===== src/rtl/istruct_pkg.sv =====
package istruct_pkg;

   typedef enum logic [1:0] {
      CELL_ABSENT  = 2'd0,
      CELL_WAITING = 2'd1,
      CELL_PRESENT = 2'd2
   } cell_state_e;

endpackage


===== src/rtl/istruct_cell.sv =====
// One write-once cell: presence state, stored value and a parked-tag FIFO.
module istruct_cell
   import istruct_pkg::*;
#(
   parameter  int DATA_W = 32,
   parameter  int TAG_W  = 4,
   parameter  int DEPTH  = 4,
   localparam int CNT_W  = $clog2(DEPTH + 1)
) (
   input  logic              clk,
   input  logic              rst_n,
   input  logic              clr_hit,
   input  logic              wr_hit,
   input  logic [DATA_W-1:0] wr_data,
   input  logic              rd_hit,
   input  logic [TAG_W-1:0]  rd_tag,
   input  logic              pop,
   output cell_state_e       state_o,
   output logic [DATA_W-1:0] data_o,
   output logic [TAG_W-1:0]  head_tag_o,
   output logic [CNT_W-1:0]  cnt_o,
   output logic              dbl_wr_o,
   output logic              ovf_o
);

   cell_state_e       state_q;
   logic [DATA_W-1:0] data_q;
   logic [TAG_W-1:0]  tags_q [DEPTH];
   logic [CNT_W-1:0]  cnt_q;
   logic              unfilled;
   logic              full;
   logic              push;

   assign unfilled = (state_q != CELL_PRESENT);
   assign full     = (cnt_q == CNT_W'(DEPTH));
   assign push     = rd_hit && unfilled && !full && !clr_hit;
   assign ovf_o    = rd_hit && unfilled && full && !clr_hit;
   assign dbl_wr_o = wr_hit && !unfilled;

   always_ff @(posedge clk) begin
      if (!rst_n) begin
         state_q <= CELL_ABSENT;
         data_q  <= '0;
         cnt_q   <= '0;
      end else if (clr_hit) begin
         state_q <= CELL_ABSENT;
         cnt_q   <= '0;
      end else begin
         if (wr_hit && unfilled) begin
            data_q  <= wr_data;
            state_q <= CELL_PRESENT;
         end else if (rd_hit && state_q == CELL_ABSENT) begin
            state_q <= CELL_WAITING;
         end
         if (push) begin
            cnt_q <= cnt_q + 1'b1;
         end else if (pop && cnt_q != '0) begin
            cnt_q <= cnt_q - 1'b1;
         end
      end
   end

   // Shift-down FIFO: slot 0 is the oldest parked tag.
   for (genvar i = 0; i < DEPTH; i++) begin : g_slot
      if (i == DEPTH - 1) begin : g_tail
         always_ff @(posedge clk) begin
            if (push && cnt_q == CNT_W'(i)) begin
               tags_q[i] <= rd_tag;
            end
         end
      end else begin : g_body
         always_ff @(posedge clk) begin
            if (pop) begin
               tags_q[i] <= tags_q[i+1];
            end else if (push && cnt_q == CNT_W'(i)) begin
               tags_q[i] <= rd_tag;
            end
         end
      end
   end

   assign state_o    = state_q;
   assign data_o     = data_q;
   assign head_tag_o = tags_q[0];
   assign cnt_o      = cnt_q;

endmodule


===== src/rtl/istruct_pick_first.sv =====
// Fixed-priority selector: lowest index wins.
module istruct_pick_first #(
   parameter  int N  = 16,
   localparam int IW = (N > 1) ? $clog2(N) : 1
) (
   input  logic [N-1:0]  req,
   output logic          any,
   output logic [IW-1:0] idx,
   output logic [N-1:0]  gnt
);

   always_comb begin
      idx = '0;
      for (int i = N - 1; i >= 0; i--) begin
         if (req[i]) idx = IW'(i);
      end
      any = |req;
      gnt = '0;
      if (any) gnt[idx] = 1'b1;
   end

endmodule


===== src/rtl/istruct_rsp_reg.sv =====
// Single-entry response register with valid/ready.
module istruct_rsp_reg #(
   parameter int DATA_W = 32,
   parameter int TAG_W  = 4
) (
   input  logic              clk,
   input  logic              rst_n,
   input  logic              load,
   input  logic [TAG_W-1:0]  ld_tag,
   input  logic [DATA_W-1:0] ld_data,
   input  logic              rsp_ready,
   output logic              can_load,
   output logic              rsp_valid,
   output logic [TAG_W-1:0]  rsp_tag,
   output logic [DATA_W-1:0] rsp_data
);

   assign can_load = !rsp_valid || rsp_ready;

   always_ff @(posedge clk) begin
      if (!rst_n) begin
         rsp_valid <= 1'b0;
         rsp_tag   <= '0;
         rsp_data  <= '0;
      end else if (load) begin
         rsp_valid <= 1'b1;
         rsp_tag   <= ld_tag;
         rsp_data  <= ld_data;
      end else if (rsp_ready) begin
         rsp_valid <= 1'b0;
      end
   end

endmodule


===== src/rtl/istruct_mem.sv =====
module istruct_mem
   import istruct_pkg::*;
#(
   parameter  int NUM_CELLS   = 16,
   parameter  int DATA_W      = 32,
   parameter  int TAG_W       = 4,
   parameter  int DEFER_DEPTH = 4,
   localparam int ADDR_W      = $clog2(NUM_CELLS),
   localparam int CNT_W       = $clog2(DEFER_DEPTH + 1)
) (
   input  logic              clk,
   input  logic              rst_n,
   input  logic              wr_valid,
   input  logic [ADDR_W-1:0] wr_addr,
   input  logic [DATA_W-1:0] wr_data,
   input  logic              rd_valid,
   output logic              rd_ready,
   input  logic [ADDR_W-1:0] rd_addr,
   input  logic [TAG_W-1:0]  rd_tag,
   input  logic              clr_valid,
   input  logic [ADDR_W-1:0] clr_addr,
   output logic              rsp_valid,
   input  logic              rsp_ready,
   output logic [TAG_W-1:0]  rsp_tag,
   output logic [DATA_W-1:0] rsp_data,
   output logic              err_double_write,
   output logic              err_overflow
);

   if (NUM_CELLS < 2 || (NUM_CELLS & (NUM_CELLS - 1)) != 0) begin : g_bad_cells
      $error("istruct_mem: NUM_CELLS must be a power of two, at least 2");
   end
   if (DATA_W < 1 || TAG_W < 1) begin : g_bad_width
      $error("istruct_mem: DATA_W and TAG_W must be positive");
   end
   if (DEFER_DEPTH < 1) begin : g_bad_depth
      $error("istruct_mem: DEFER_DEPTH must be at least 1");
   end

   cell_state_e       st        [NUM_CELLS];
   logic [DATA_W-1:0] cell_data [NUM_CELLS];
   logic [TAG_W-1:0]  head_tag  [NUM_CELLS];
   logic [CNT_W-1:0]  cnt       [NUM_CELLS];

   logic [NUM_CELLS-1:0]        clr_hit, wr_hit, rd_hit, drain_req, gnt, pop;
   logic [NUM_CELLS-1:0]        dbl_v, ovf_v;
   logic [NUM_CELLS-1:0][1:0]   st_flat;
   logic                        drain_any, can_load, rd_fire, direct_ok, load;
   logic                        rd_clr_clash, sel_present;
   logic [ADDR_W-1:0]           gidx;
   logic [TAG_W-1:0]            ld_tag;
   logic [DATA_W-1:0]           ld_data;

   assign rd_clr_clash = clr_valid && (clr_addr == rd_addr);
   assign sel_present  = (st[rd_addr] == CELL_PRESENT);
   assign direct_ok    = sel_present && (cnt[rd_addr] == '0) && !drain_any && can_load;
   assign rd_ready     = !rd_clr_clash && (!sel_present || direct_ok);
   assign rd_fire      = rd_valid && rd_ready;

   for (genvar i = 0; i < NUM_CELLS; i++) begin : g_cell
      assign clr_hit[i]   = clr_valid && (clr_addr == ADDR_W'(i));
      assign wr_hit[i]    = wr_valid && (wr_addr == ADDR_W'(i)) && !clr_hit[i];
      assign rd_hit[i]    = rd_fire && (rd_addr == ADDR_W'(i)) && (st[i] != CELL_PRESENT);
      assign drain_req[i] = (st[i] == CELL_PRESENT) && (cnt[i] != '0) && !clr_hit[i];
      assign pop[i]       = gnt[i] && can_load;
      assign st_flat[i]   = st[i];

      istruct_cell #(
         .DATA_W (DATA_W),
         .TAG_W  (TAG_W),
         .DEPTH  (DEFER_DEPTH)
      ) u_cell (
         .clk        (clk),
         .rst_n      (rst_n),
         .clr_hit    (clr_hit[i]),
         .wr_hit     (wr_hit[i]),
         .wr_data    (wr_data),
         .rd_hit     (rd_hit[i]),
         .rd_tag     (rd_tag),
         .pop        (pop[i]),
         .state_o    (st[i]),
         .data_o     (cell_data[i]),
         .head_tag_o (head_tag[i]),
         .cnt_o      (cnt[i]),
         .dbl_wr_o   (dbl_v[i]),
         .ovf_o      (ovf_v[i])
      );
   end

   istruct_pick_first #(.N(NUM_CELLS)) u_pick (
      .req (drain_req),
      .any (drain_any),
      .idx (gidx),
      .gnt (gnt)
   );

   always_comb begin
      load    = (drain_any && can_load) || (rd_fire && sel_present);
      ld_tag  = drain_any ? head_tag[gidx]  : rd_tag;
      ld_data = drain_any ? cell_data[gidx] : cell_data[rd_addr];
   end

   istruct_rsp_reg #(.DATA_W(DATA_W), .TAG_W(TAG_W)) u_rsp (
      .clk       (clk),
      .rst_n     (rst_n),
      .load      (load),
      .ld_tag    (ld_tag),
      .ld_data   (ld_data),
      .rsp_ready (rsp_ready),
      .can_load  (can_load),
      .rsp_valid (rsp_valid),
      .rsp_tag   (rsp_tag),
      .rsp_data  (rsp_data)
   );

   always_ff @(posedge clk) begin
      if (!rst_n) begin
         err_double_write <= 1'b0;
         err_overflow     <= 1'b0;
      end else begin
         if (|dbl_v) err_double_write <= 1'b1;
         if (|ovf_v) err_overflow     <= 1'b1;
      end
   end

endmodule


===== config.mk =====
export PLATFORM = sky130hd
export DESIGN_NAME = istruct_mem
export DESIGN_NICKNAME = d
export VERILOG_FILES = /design/src/rtl/istruct_pkg.sv /design/src/rtl/istruct_cell.sv /design/src/rtl/istruct_pick_first.sv /design/src/rtl/istruct_rsp_reg.sv /design/src/rtl/istruct_mem.sv
export SDC_FILE = /design/constraint.sdc
export NUM_CORES = 2
export LEC_CHECK = 0
export BUFFER_PORTS_ARGS = -buffer_cell sky130_fd_sc_hd__buf_2
export CAP_MARGIN = 20
export CORE_ASPECT_RATIO = 1.2
export CORE_MARGIN = 2
export CORE_UTILIZATION = 50
export DETAILED_ROUTE_END_ITERATION = 7
export PLACE_DENSITY = 0.7
export SLEW_MARGIN = 5
export SYNTH_ARGS = -nofsm -noshare
export SYNTH_HDL_FRONTEND = slang
export SYNTH_SLANG_ARGS = --single-unit

===== constraint.sdc =====
create_clock -name clk -period 5 [get_ports clk]
set_input_delay 0.25 -clock clk [delete_from_list [all_inputs] [get_ports clk]]
set_output_delay 0.25 -clock clk [all_outputs]
set_load 0.02 [all_outputs]

* Yosys cells after proc, flatten, opt, wreduce, memory -nomap -nowiden
Memory sizes are Yosys's and may differ from the RTL's.
Cells that the tools add are included.
** Storage, ports and cells
- Register bits :: 631
- Memory bits (writable) :: 256
- Input port bits :: 54
- Output and inout bits :: 40
- Logic and storage cells :: 1289
- Memories kept :: 16
** Operators by class
- $add $sub $neg :: 32
- $lt $le $gt $ge :: 4
- Equal/unequal tests :: 143
- Mux-type cells :: 406
- Bitwise gates (word level) :: 67
- Reduce and logical (&&, ||, !) cells :: 552
** Memories
- g_cell[0].u_cell.tags_q :: depth 4, width 4, read ports 4, clocked after memory_dff 0, write ports 3, line istruct_cell.sv:28 : logic [TAG_W-1:0] tags_q [DEPTH];
- g_cell[10].u_cell.tags_q :: depth 4, width 4, read ports 4, clocked after memory_dff 0, write ports 3, line istruct_cell.sv:28
- g_cell[11].u_cell.tags_q :: depth 4, width 4, read ports 4, clocked after memory_dff 0, write ports 3, line istruct_cell.sv:28
- g_cell[12].u_cell.tags_q :: depth 4, width 4, read ports 4, clocked after memory_dff 0, write ports 3, line istruct_cell.sv:28
- g_cell[13].u_cell.tags_q :: depth 4, width 4, read ports 4, clocked after memory_dff 0, write ports 3, line istruct_cell.sv:28
- g_cell[14].u_cell.tags_q :: depth 4, width 4, read ports 4, clocked after memory_dff 0, write ports 3, line istruct_cell.sv:28
- 10 more memories
** Operators by type and width (count)
- logical AND 1 bit :: 345
- two-way mux 4 bit :: 83
- binary-select mux 32 bit (select 4 bit) :: 2
- two-way mux 1 bit :: 227
- two-way mux 32 bit :: 5
- two-way mux 3 bit :: 34
- two-way mux 2 bit :: 50
- equality test 3 x 2 -> 1 bit (second input constant) :: 32
- equality test 4 bit (second input constant) :: 24
- nonzero test 2 bit :: 33
- OR reduction 4 bit :: 16
- zero test 1 bit :: 52
- zero test 3 bit :: 17
- adder 3 x 1 -> 3 bit (second input constant) :: 16
- equality test 3 x 1 -> 1 bit (second input constant) :: 16
- equality test 3 bit (second input constant) :: 16
- equality test 4 x 3 -> 1 bit (second input constant) :: 12
- bitwise OR 1 bit :: 48
- nonzero test 3 bit :: 16
- OR reduction 16 bit :: 3
- OR reduction 3 bit :: 16
- subtractor 3 x 1 -> 3 bit (second input constant) :: 16
- equality test 2 bit (second input constant) :: 17
- zero test 2 bit :: 16
- 18 further kinds :: 92

* Logic depth before layout (Yosys ltp)
- Depth after elaboration :: 30
- Mapped depth :: 15
- Gate-level depth less buffers :: 11

* By module
Synthesis repeated with hierarchy kept, for this count alone.
** Unflattened totals
- Cells, all modules :: 4402
- Area total of the unflattened synthesis :: 48724.2 um2
** By module, submodules not included
- istruct_cell :: times used 16, cells each 221, area an instance 2307.2 um2, seq. area each 1221.2 um2
- istruct_mem :: times used 1, cells each 686, area an instance 10012.1 um2, seq. area each 40.0 um2
- istruct_rsp_reg :: times used 1, cells each 119, area an instance 1426.4 um2, seq. area each 740.7 um2
- istruct_pick_first :: times used 1, cells each 61, area an instance 370.4 um2, seq. area each 0.0 um2

* Least setup slack after synthesis
Ideal clock, no wire load.
- Path type :: register -> register
- Start point :: reg g_cell[8].u_cell.cnt_q[0]
- End point :: mem g_cell[0].u_cell.tags_q[0][0], data pin
- Library setup time :: 0.260 ns
- Arrival :: 3.001 ns
- Required time :: 4.740 ns
- Path slack :: 1.739 ns
- Cell stages (with the launch flop) :: 11
- Buffers on the path :: 0
- Period minus slack after synthesis :: 3.261 ns
- Cells stage by stage :: dfxtp_1 -> inv_1 -> ha_1 -> a221oi_2 -> nor4_2 -> nand4_2 -> o32ai_4 -> nand2_1 -> or3_1 -> nor3_2 -> mux2_2
** RTL lines
- from (decl) :: line istruct_cell.sv:29 : logic [CNT_W-1:0] cnt_q;
- from (signal assigned) :: line istruct_cell.sv:56 : cnt_q <= cnt_q + 1'b1;
- from (signal assigned) :: line istruct_cell.sv:58 : cnt_q <= cnt_q - 1'b1;
- to (decl) :: line istruct_cell.sv:28

* Worst setup path after layout
- Start point :: reg g_cell[14].u_cell.cnt_q[0]
- End point :: out rd_ready
** Between the ends
- Longest elaborated chain between the ends :: 9
- Elaborated cells between the ends (all ways) :: 14
- Classes of those cells :: 3 x mux; 11 x reduce/logical
** RTL lines
- from (decl) :: line istruct_cell.sv:29
- from (signal assigned) :: line istruct_cell.sv:56
- from (signal assigned) :: line istruct_cell.sv:58
- binary-select mux 3 bit (select 4 bit) or nonzero test 3 bit (tied branches) :: line istruct_mem.sv:56, istruct_mem.sv:64
- two-way mux 3 bit (not written as such) or logical AND 1 bit (tied branches) (2 in a row) :: line istruct_mem.sv:56, istruct_mem.sv:64
- zero test 3 bit or OR reduction 16 bit (tied branches) :: line istruct_mem.sv:56, istruct_pick_first.sv:17
- logical AND 1 bit or zero test 1 bit (tied branches) :: line istruct_mem.sv:56 : assign direct_ok = sel_present && (cnt[rd_addr] == '0) && !drain_any && can_load;
- logical AND 1 bit * (2 in a row) :: line istruct_mem.sv:56
- logical OR 1 bit * :: line istruct_mem.sv:57 : assign rd_ready = !rd_clr_clash && (!sel_present || direct_ok);
- logical AND 1 bit * :: line istruct_mem.sv:57
- to (decl) :: line istruct_mem.sv:17 : output logic rd_ready,
Mark *: on every way between the ends. The rest lies on a longest branch, timed or not. The select of a mux whose other input is x is not followed.

==> run_results.csv <==
group,metric,value,unit
outcome,status,"complete, but fails checks",
outcome,violations,"design-rule violations",
clock_tree,clock_insertion_delay_worst_skew,0.71,ns
routing,ant_nets,0,
sta,grt_setup_unrepaired,"false",
pwr,relative_contribution_of_sequential_cells_to_total_power,47.1,%
clock_tree,numCtsBuffers,92,
yosys,synthMostInstantiatedCell,"sky130_fd_sc_hd__nand2_1",
sta,finalSetupViolCount,0,
grt,use_met3,9.28,%
placed_design,placed_area,46800,um^2
hold_path,hold_path_depth,2,
floorplanning,die_height,334,um
pwr,power_density,319,nW/um^2
setup_path,critical_path_class,"reg -> out",
placed_design,placement.io_buffers,93,
setup_path,startpoint_type,"flop",
grt,grt_max_degree,190,
grt,grt_overflow_total,0,
yosys,post_synth_main_area_contributors,"sky130_fd_sc_hd__dfxtp_1, sky130_fd_sc_hd__edfxtp_1, sky130_fd_sc_hd__nand2_1",
setup_path,worst_r2r_endpoint,"u_rsp.rsp_data[26]$_SDFFE_PN0P_",
floorplanning,rows,120,
final_layout,syn2layout_area_growth,11.1,%
yosys,synth_seq_cells,887,
grt,first_global_vias,39300,
pwr,cellLeakagePower,17.1,nW
sta,rel_slew_slack,17.2,%
yosys,postSynthNetCount,5119,
clock_tree,htreeDepth,3,
sta,worst-slew-pin-transition,1.24,ns
pwr,clockPowerShare,45.6,%
placed_design,routabilityCongestion,1.04,
grt,grt_antenna_before_repair,7,
grt,gr-usage-all-layers,35.7,%
sta,final_period_minus_worst_setup_slack,4.45,ns
yosys,netlist_instances,4969,
floorplanning,die-width,279,um
setup_path,cp_max_fo,39,
pwr,pwr-share-comb,7.4,%
sta,setup_tns_after_final_layout,0,ns
final_layout,design.final.nets,5019,
sta,timing.fmax,225,MHz
clock_tree,cts-root-to-sink-buffers,3,
placed_design,place_hpwl,104,mm
sta,report.final.hold_viol_count,0,
setup_path,r2r_slack,0.69,ns
yosys,edff_count_synth,256,
yosys,commonest_cells_post_synth,"sky130_fd_sc_hd__nand2_1, sky130_fd_sc_hd__a21oi_1, sky130_fd_sc_hd__dfxtp_1, sky130_fd_sc_hd__clkbuf_1, sky130_fd_sc_hd__edfxtp_1",
pwr,p_sw,4.00,mW
routing,drt_pre_antenna_iters,8,
pwr,design_power_total,16.0,mW
setup_path,crit_path_launch,"g_cell[14].u_cell.cnt_o[0]$_SDFFE_PP0P_",
placed_design,place_worst_setup_slack,0.836,ns
clock_tree,root_buffer,"sky130_fd_sc_hd__clkbuf_16",
setup_path,timing.reg2reg.worst_path_depth,12,
floorplanning,initial_util,50.6,%
routing,wl,170,mm
floorplanning,design.core.area,89500,um^2
pwr,ir_drop,0.326,mV
yosys,ys_dominant_reg_cell,"sky130_fd_sc_hd__dfxtp_1",
pwr,p_int,12.0,mW
yosys,synth_area_per_cell,9.12,um^2
routing,route.detailed.drc,3,
yosys,synth.yosys.warnings,0,
setup_path,crit_required,4.75,ns
yosys,ys_async_sr_fraction,0,%
hold_path,min_delay_worst_endpoint,"err_overflow$_SDFFE_PN0P_",
routing,detailroute.via_count,40800,
clock_tree,cts_post_setup_buffers_inserted,0,
sta,fin_worst_skew,0.0487,ns
clock_tree,clk_pin_slew,0.07,ns
yosys,cell_accounting_for_the_most_synthesized_area,"sky130_fd_sc_hd__dfxtp_1",
routing,wire_per_inst,27.8,um
yosys,yosysSeqAreaShare,44.9,%
setup_path,arrival,4.20,ns
yosys,synth_area,45300,um^2
sta,final_max_slew_viol_count,0,
clock_tree,cts_tree,"done",
final_layout,post_route_cells_drive_above_1_share,17.1,%
yosys,ys_types,89,
floorplanning,io-pin-count,94,
routing,vias_cell,6.68,
clock_tree,clkSinkCount,887,
hold_path,worst_hold_path_type,"in -> reg",
final_layout,layout.cell_area.non_filler,50300,um^2
sta,post-route-worst-setup-slack,0.554,ns
grt,grtUsageMet2,55.4,%
pwr,switching_share,24.9,%
setup_path,r2r_start,"g_cell[0].u_cell.cnt_o[0]$_SDFFE_PP0P_",
grt,met1_usage,42.8,%
job,cap_violations,0,
floorplanning,die_area,93000,um^2
routing,detailedRoute.firstIterationViolations,5846,
yosys,post-synth-top-area-fraction,27.9,%
grt,grt_first_pass_wirelength,250,mm
sta,layout_worst_path_cycle_share,88.9,%
hold_path,hold_path_startpoint,"rst_n",
grt,gr-max-usage-layer,"met2",
setup_path,cp-end-kind,"output port",
==> repair_timing <==
item	4_1_cts	5_1_grt
resized for setup	0	0
endpoints found under the setup margin	0	0
endpoints found under the hold margin	507	0
hold buffers	32	0
==> cells by family after synthesis <==
logic type                 synth area share [%]
xor gates and xnor gates                  0.541
buffers and inverters                      4.35
DFF                                        44.9
and+or+nand+nor                            17.7
AOI/OAI and AO/OA                          16.0
adders and majority gates                  2.65
muxes                                      13.9
==> per-layer routing <==
layer | part of all wire (%) | routed length, um
met3 | 12 | 21000
met2 | 44 | 74800
met4 | 8.8 | 15000
met1 | 35 | 59100
met5 | 0.016 | 27
==> how the worst max path moves through the flow <==
stage / to / slack (ns) / depth (start not counted)
2_1_floorplan: g_cell[0].u_cell.tags_q[0][0]$_DFFE_PP_ / 1.74 / 10
3_3_place_gp: g_cell[13].u_cell.cnt_o[1]$_SDFFE_PP0P_ / 0.85 / 10
3_5_place_dp: u_rsp.rsp_data[16]$_SDFFE_PN0P_ / 0.84 / 10
4_1_cts: rd_ready / 0.64 / 10
5_1_grt: rd_ready / 0.52 / 10
6_report: rd_ready / 0.55 / 10
==> cell usage in the layout (no fill, tap or decap), drive strengths merged, types with 22 or more instances in the layout <==
cell type / count
clkbuf: 125
clkinv: 30
and3: 40
and2: 46
a22oi: 52
dlygate4sd3: 32
inv: 69
nand4: 60
a22o: 24
nor3: 50
nand3: 102
o211ai: 54
nor2: 174
xnor2: 25
nand2: 1319
dfxtp: 631
a221oi: 46
a211oi: 30
ha: 96
edfxtp: 256
a21oi: 653
o21ai: 103
mux2: 225
buf: 218
a222oi: 22
mux4: 164
nand2b: 26
==> sequential cells by signal (all words and copies together) (netlist names) <==
register / cells
err_double_write: 1
err_overflow: 1
g_cell.u_cell.cnt_o: 48
g_cell.u_cell.data_o: 512
g_cell.u_cell.state_o: 32
g_cell.u_cell.tags_q: 256
u_rsp.rsp_data: 32
u_rsp.rsp_tag: 4
u_rsp.rsp_valid: 1
==> final cells by class <==
cell class              instances  area [um^2]
diodes                          2         5.00
fillers                      7786        39100
multi-input cells            3572        23300
repair buffers                253         1850
inverters                      63          244
clock inverters                49          562
well taps                    1159         1450
flip-flops and latches        887        20300
clock buffers                 122         2630
==> power by group through the flow <==
stage	registers [mW]	logic (mW)	clock network, mW
5_1_grt	7.55	1.22	7.61
2_1_floorplan	7.68	0.697	0
3_5_place_dp	7.70	1.11	0
4_1_cts	7.55	1.14	7.33
3_3_place_gp	7.70	1.10	0
6_report	7.55	1.18	7.31
==> critical path: stages (launching register included) <==
cell and delay, ns:
sky130_fd_sc_hd__dfxtp_1 0.34, sky130_fd_sc_hd__inv_1 0.12, sky130_fd_sc_hd__ha_1 0.22, sky130_fd_sc_hd__inv_1 0.08, sky130_fd_sc_hd__o221ai_1 0.43, sky130_fd_sc_hd__and4_1 0.47
sky130_fd_sc_hd__nand4_4 0.16, sky130_fd_sc_hd__buf_4 0.42, sky130_fd_sc_hd__or4_1 0.63, sky130_fd_sc_hd__a21oi_1 0.38, sky130_fd_sc_hd__buf_2 0.25
==> through the flow <==
stage               util, %  std cells  hold slack, ns
floorplan                 -       4969           0.349
global placement       52.3       5898           0.450
CTS                    56.2       6104          0.0376
finish                 56.3       6107          0.0626
global route           56.2       6106          0.0564
detailed placement     52.3       5901           0.457
No activity file was read; power rests on OpenSTA's default activity.
